### config.mk
export PLATFORM = sky130hd
export DESIGN_NAME = agp_chk_dp
export DESIGN_NICKNAME = d
export VERILOG_FILES = /design/src/rtl/agp_chk_pkg.sv /design/src/rtl/agp_chk_dp.sv
export SDC_FILE = /design/constraint.sdc
export NUM_CORES = 1
export LEC_CHECK = 0
export ABC_AREA = 1
export BUFFER_PORTS_ARGS = -buffer_cell sky130_fd_sc_hd__buf_2
export CAP_MARGIN = 20
export CORE_AREA = 2 2 39 41
export DETAILED_ROUTE_END_ITERATION = 16
export DIE_AREA = 0 0 41 43
export HOLD_SLACK_MARGIN = 0.06
export MAX_ROUTING_LAYER = met4
export PLACE_DENSITY = 0.68
export SLEW_MARGIN = 20
export SYNTH_ARGS = -nofsm -noshare
export SYNTH_HDL_FRONTEND = slang
export SYNTH_SLANG_ARGS = --single-unit
### constraint.sdc
create_clock -name clk -period 1.4 [get_ports clk]
set_input_delay 0.28 -clock clk [delete_from_list [all_inputs] [get_ports clk]]
set_output_delay 0.28 -clock clk [all_outputs]
set_load 0.005 [all_outputs]
### src/rtl/agp_chk_pkg.sv
package agp_chk_pkg;
  localparam int NUM_ERR = 4;
  localparam int ERR_MODE = 0;
  localparam int ERR_ADDR = 1;
  localparam int ERR_OVF  = 2;
  localparam int ERR_CMD  = 3;

  typedef enum logic [3:0] {
    CMD_READ    = 4'h0,
    CMD_HP_READ = 4'h1,
    CMD_WRITE   = 4'h4,
    CMD_HP_WRITE = 4'h5
  } cmd_e;

  typedef struct packed {
    logic accept;
    logic retire;
    logic [NUM_ERR-1:0] errSet;
  } chkStrobes_t;

  function automatic logic isLegalCmd(input logic [3:0] code);
    case (code)
      CMD_READ, CMD_HP_READ, CMD_WRITE, CMD_HP_WRITE: isLegalCmd = 1'b1;
      default: isLegalCmd = 1'b0;
    endcase
  endfunction
endpackage

### src/rtl/agp_chk_dp.sv
module agp_chk_dp
  import agp_chk_pkg::*;
#(
  parameter int MAX_OUT = 16,
  localparam int CNT_W  = $clog2(MAX_OUT + 1)
) (
  input  logic               clk,
  input  logic               rstN,
  input  chkStrobes_t        st,
  input  logic [NUM_ERR-1:0] clrErr,
  output logic [CNT_W-1:0]   cnt,
  output logic [NUM_ERR-1:0] errFlags
);
  always_ff @(posedge clk) begin
    if (!rstN) begin
      cnt <= '0;
    end else begin
      case ({st.accept, st.retire})
        2'b10:   cnt <= cnt + 1'b1;
        2'b01:   cnt <= cnt - 1'b1;
        default: cnt <= cnt;
      endcase
    end
  end

  for (genvar i = 0; i < NUM_ERR; i++) begin : g_flag
    always_ff @(posedge clk) begin
      if (!rstN) errFlags[i] <= 1'b0;
      else       errFlags[i] <= st.errSet[i] | (errFlags[i] & ~clrErr[i]);
    end

    // a flag holds until its clear bit is written
    a_r7_sticky: assert property (@(posedge clk) disable iff (!rstN)
      (errFlags[i] && !clrErr[i]) |=> errFlags[i]);
  end

  // count moves by one per accept or retire
  a_r5_inc: assert property (@(posedge clk) disable iff (!rstN)
    (st.accept && !st.retire) |=> cnt == $past(cnt) + 1'b1);
  a_r5_dec: assert property (@(posedge clk) disable iff (!rstN)
    (!st.accept && st.retire) |=> cnt == $past(cnt) - 1'b1);
  a_r5_hold: assert property (@(posedge clk) disable iff (!rstN)
    (st.accept == st.retire) |=> $stable(cnt));
  // count never exceeds the limit
  a_r3_bound: assert property (@(posedge clk) disable iff (!rstN)
    cnt <= CNT_W'(MAX_OUT));
endmodule

* Yosys cells after proc, flatten, opt, wreduce, memory -nomap -nowiden
Index checks and enable logic that the tools add are counted. Widths: inputs -> output; s select.
Storage, ports and cells: bits in registers 9, bits in latches 0, RAM bits 0, memories kept 0, ROM bits 0
Cells by class: reduce and logical (&&, ||, !) cells 1, muxes and demuxes 1, equal/unequal tests 2, bitwise operators 12, $lt $le $gt $ge 0, shift-type cells 0, divide/modulo/power cells 0, add/subtract/negate cells 2, $mul 0
Operators by type and width (number):
- $pmux 5 s2 | 1
- $add 5x1->5 const B | 1
- $sub 5x1->5 const B | 1
- $and 1x1->1 | 4
- $not 1->1 | 4
- $or 1x1->1 | 4
- $eq 2x1->1 const B | 1
- $eq 2x2->1 const B | 1
- $reduce_bool 2->1 | 1

* Depth between registers and ports, before layout
depth in word-level cells 3, depth in mapped cells 13, gate-level depth less buffers 13

* Least setup slack after synthesis
No wires, ideal clock.
path kind input to register, start point input st[5] (netlist name), end point register cnt[2], arrival time 1.348 ns, buffers on the path 0, stages 10, data required time 1.285 ns, slack -0.064 ns, path through inv_1 ha_1 nor2_1 nor2_4 ha_1 inv_1 nand2_1 xor2_1 o21ai_0 inv_1
On the way: longest elaborated chain between the ends 2, elaborated cells on any way between the ends 4, those cells by class 2 x eq/ne; 1 x mux; 1 x reduce/logical
RTL lines:
- from (decl) | line agp_chk_dp.sv:9 | input chkStrobes_t st,
- $eq 2x1->1 / $eq 2x2->1 (equally long branches) | line agp_chk_dp.sv:18 | case ({st.accept, st.retire})
- $pmux 5 s2 / $reduce_bool 2->1 (equally long branches)
- to (signal assigned) | line agp_chk_dp.sv:19 | 2'b10: cnt <= cnt + 1'b1;
- to (signal assigned) | line agp_chk_dp.sv:20 | 2'b01: cnt <= cnt - 1'b1;
- to (signal assigned) | line agp_chk_dp.sv:21 | default: cnt <= cnt;
- to (decl) | line agp_chk_dp.sv:11 | output logic [CNT_W-1:0] cnt,
Parallel ways exist; a longest one is shown, timed or not. A chain may end at the register's enable or synchronous reset.

* Worst setup path in the final report
start point register cnt[3], end point register cnt[4]
On the way: longest elaborated chain between the ends 2, elaborated cells on any way between the ends 3, those cells by class 2 x add/sub; 1 x mux
RTL lines (line):
- $sub 5x1->5 / $add 5x1->5 (equally long branches) | agp_chk_dp.sv:20, agp_chk_dp.sv:19
- $pmux 5 s2 (*) | agp_chk_dp.sv:18
Mark *: on every way between the ends. The rest lies on a longest branch, timed or not.

==> results.md <==
- Worst Skew: 0.000929 ns
- Synth warnings: 0
- CTS Buffer Depth: 2
- IO Port Bufs: 20
- Worst slew pin tran: 0.224 ns
- Post-DP Area: 689 µm²
- I/O Pins: 21
- Gpl congestion: 0.680
- Drt first pass iters: 4
- Final WL: 1040 µm
- Outcome: complete, no violations
- HPWL after DPL: 850 µm
- Area of the core: 0.00138 mm²
- Leak pwr: 0.425 nW
- Setup Crit Path Kind: reg -> reg
- Clk Latency, worst-skew pair: 0.25 ns
- Syn nets: 89
- Yosys cell types: 14
- Remaining Overflow, GRT: 0
- Layout cell share with drive strength beyond 1: 37.9%
- Routed Antenna Nets: 0
- Period utilisation layout: 91.9%
- #FFs+latches synth: 9
- TritonCTS buffer count: 3
- Number of diodes: 0
- CTS HTree Levels: 1
- Vias in the first global route: 455
- Max Clock Freq: 0.777 GHz
- Post-CTS Setup Repair Bufs: 0
- DIE AREA: 0.00176 mm²
- Setup TNS: 0 ns
- Layout Utilization: 52.4%
- Std-Cell Rows: 14
- Mapped Avg Cell Area: 6.98 µm²
- TritonCTS clock tree: done
- Die H: 43 µm
- Worst VDD drop: 601 µV
- Synth Instances: 73
- Clock sink count: 9
- Seq/Total Area, Yosys: 35.4%
- Cts repair resizes: 0
- PD cells: 996 mW/mm²
- Area delta synth->final: 42.3%
- Critical Path Start Type: flop
- Crit-path max FO: 3
- Endpoints failing setup: 0
- WP data arrival: 1.43 ns
- DRT iter0 DRCs: 8
- Netlist area before placement: 509 µm²
- Vias: 526
- Cell area after layout: 724 µm²
- Pins Over Slew Limit: 0
- Final Net Count: 120
- Slew headroom: 85.1%
- Clk slew on worst S/H paths: 0.06 ns
- Crit path capture type: flop
- # hold bufs at CTS: 0
- Hold violation total from the final report: 0
- Final total power: 0.000722 W
- Die width: 41 µm
- Root Buffer: clkbuf_4
- Largest net degree at the start of global routing: 8
- Max-cap violations: 0
- Post-DR vias/cell: 4.42
- Initial Utilization: 36.8%
- DR DRC count: 0
- Initial antenna violation count: 0
- Total track usage: 15.2%
- First-pass GRT wire length: 1750 µm
- Worst endpoint required time: 1.55 ns
- Worst hold path class: in -> reg
- RSZ-0062 raised after global routing: false
- Drt wl/cell: 8.71 µm
- Final min period: 1.29 ns
[per-stage QoR]
step,instances,hold slack [ns],setup WS [ns]
after floorplan,73,0.397,0.0101
after global placement,115,0.463,-0.123
after detailed placement,115,0.479,-0.167
after CTS,119,0.218,0.0853
after global routing,119,0.231,0.00982
final,119,0.228,0.113
[report_power, final]
group	internal, W	switching (W)
Sequential	0.000285	0.0000203
Combinational	0.000109	0.000114
Clock	0.000109	0.0000826
[state kept, by name, summed over array words and instances, names as in the netlist]
signal	flops
cnt	5
errFlags	4
[path summary, 6_finish.rpt]
path / startpoint / to / slack, ns / cells past startpoint
setup / recovery: cnt[3] / cnt[4] / 0.11 / 8
hold / removal: st[0] / errFlags[0] / 0.23 / 3
setup reg to reg: cnt[3] / cnt[4] / 0.11 / 8
hold reg to reg: errFlags[1] / errFlags[1] / 0.49 / 2
[routing by layer]
layer	up-vias	track usage (%)	wire length [µm]
met5	-	-	0
met4	0	10.0	0
met3	0	3.14	84
met2	20	21.9	460
met1	221	18.2	491
li1	285	-	-
[critical path: stages, from the launching register on]
cell      delay [ns]
dfxtp_1         0.32
ha_1            0.33
inv_1           0.08
o21bai_2        0.13
inv_1           0.07
nand3_1         0.08
nand2_1         0.05
nor2_1          0.09
nor2_1          0.04
[cells in the final DEF, fill, tap and decap left out]
master / n
buf_2: 20
inv_1: 15
nand2_1: 11
nor2_1: 11
dfxtp_1: 8
buf_4: 6
a21oi_1: 5
nand3_1: 4
xor2_1: 3
ha_1: 3
clkbuf_4: 3
o21ai_0: 2
nand2_2: 2
nor2_2: 1
inv_2: 1
nor2_4: 1
nand3_2: 1
o21bai_2: 1
a21oi_2: 1
o21ai_1: 1
ha_4: 1
clkbuf_1: 1
dfxtp_2: 1
[cells in the mapped netlist]
cell type	number	area, µm²
dfxtp_1	9	180
inv_1	15	56.3
a21oi_2	1	8.76
nand2_2	1	6.26
nor2_1	12	45.0
inv_2	1	3.75
nand3_1	5	25.0
nand2_1	12	45.0
xor2_1	3	26.3
o21ai_0	3	15.0
a21oi_1	5	25.0
o21bai_2	1	11.3
nor2_4	1	11.3
ha_1	4	50.1
[logic make-up after synthesis]
| family | synth area share [%] |
|---|---|
| AO/OA/AOI/OAI | 11.8 |
| AND/OR/NAND/NOR | 26.0 |
| flip-flops | 35.4 |
| buffers and inverters | 11.8 |
| adder cells (fa/ha/maj) | 9.83 |
| XOR/XNOR | 5.16 |
[area by class of cell]
cell class | count | area, µm²
Tap cell | 16 | 20.0
Fill cell | 137 | 659
Clock buffer | 4 | 26.3
Sequential cell | 9 | 181
Multi-Input combinational cell | 48 | 292
Timing Repair Buffer | 26 | 145
Inverter | 16 | 60.1
Power figures use the tool's default switching activity.
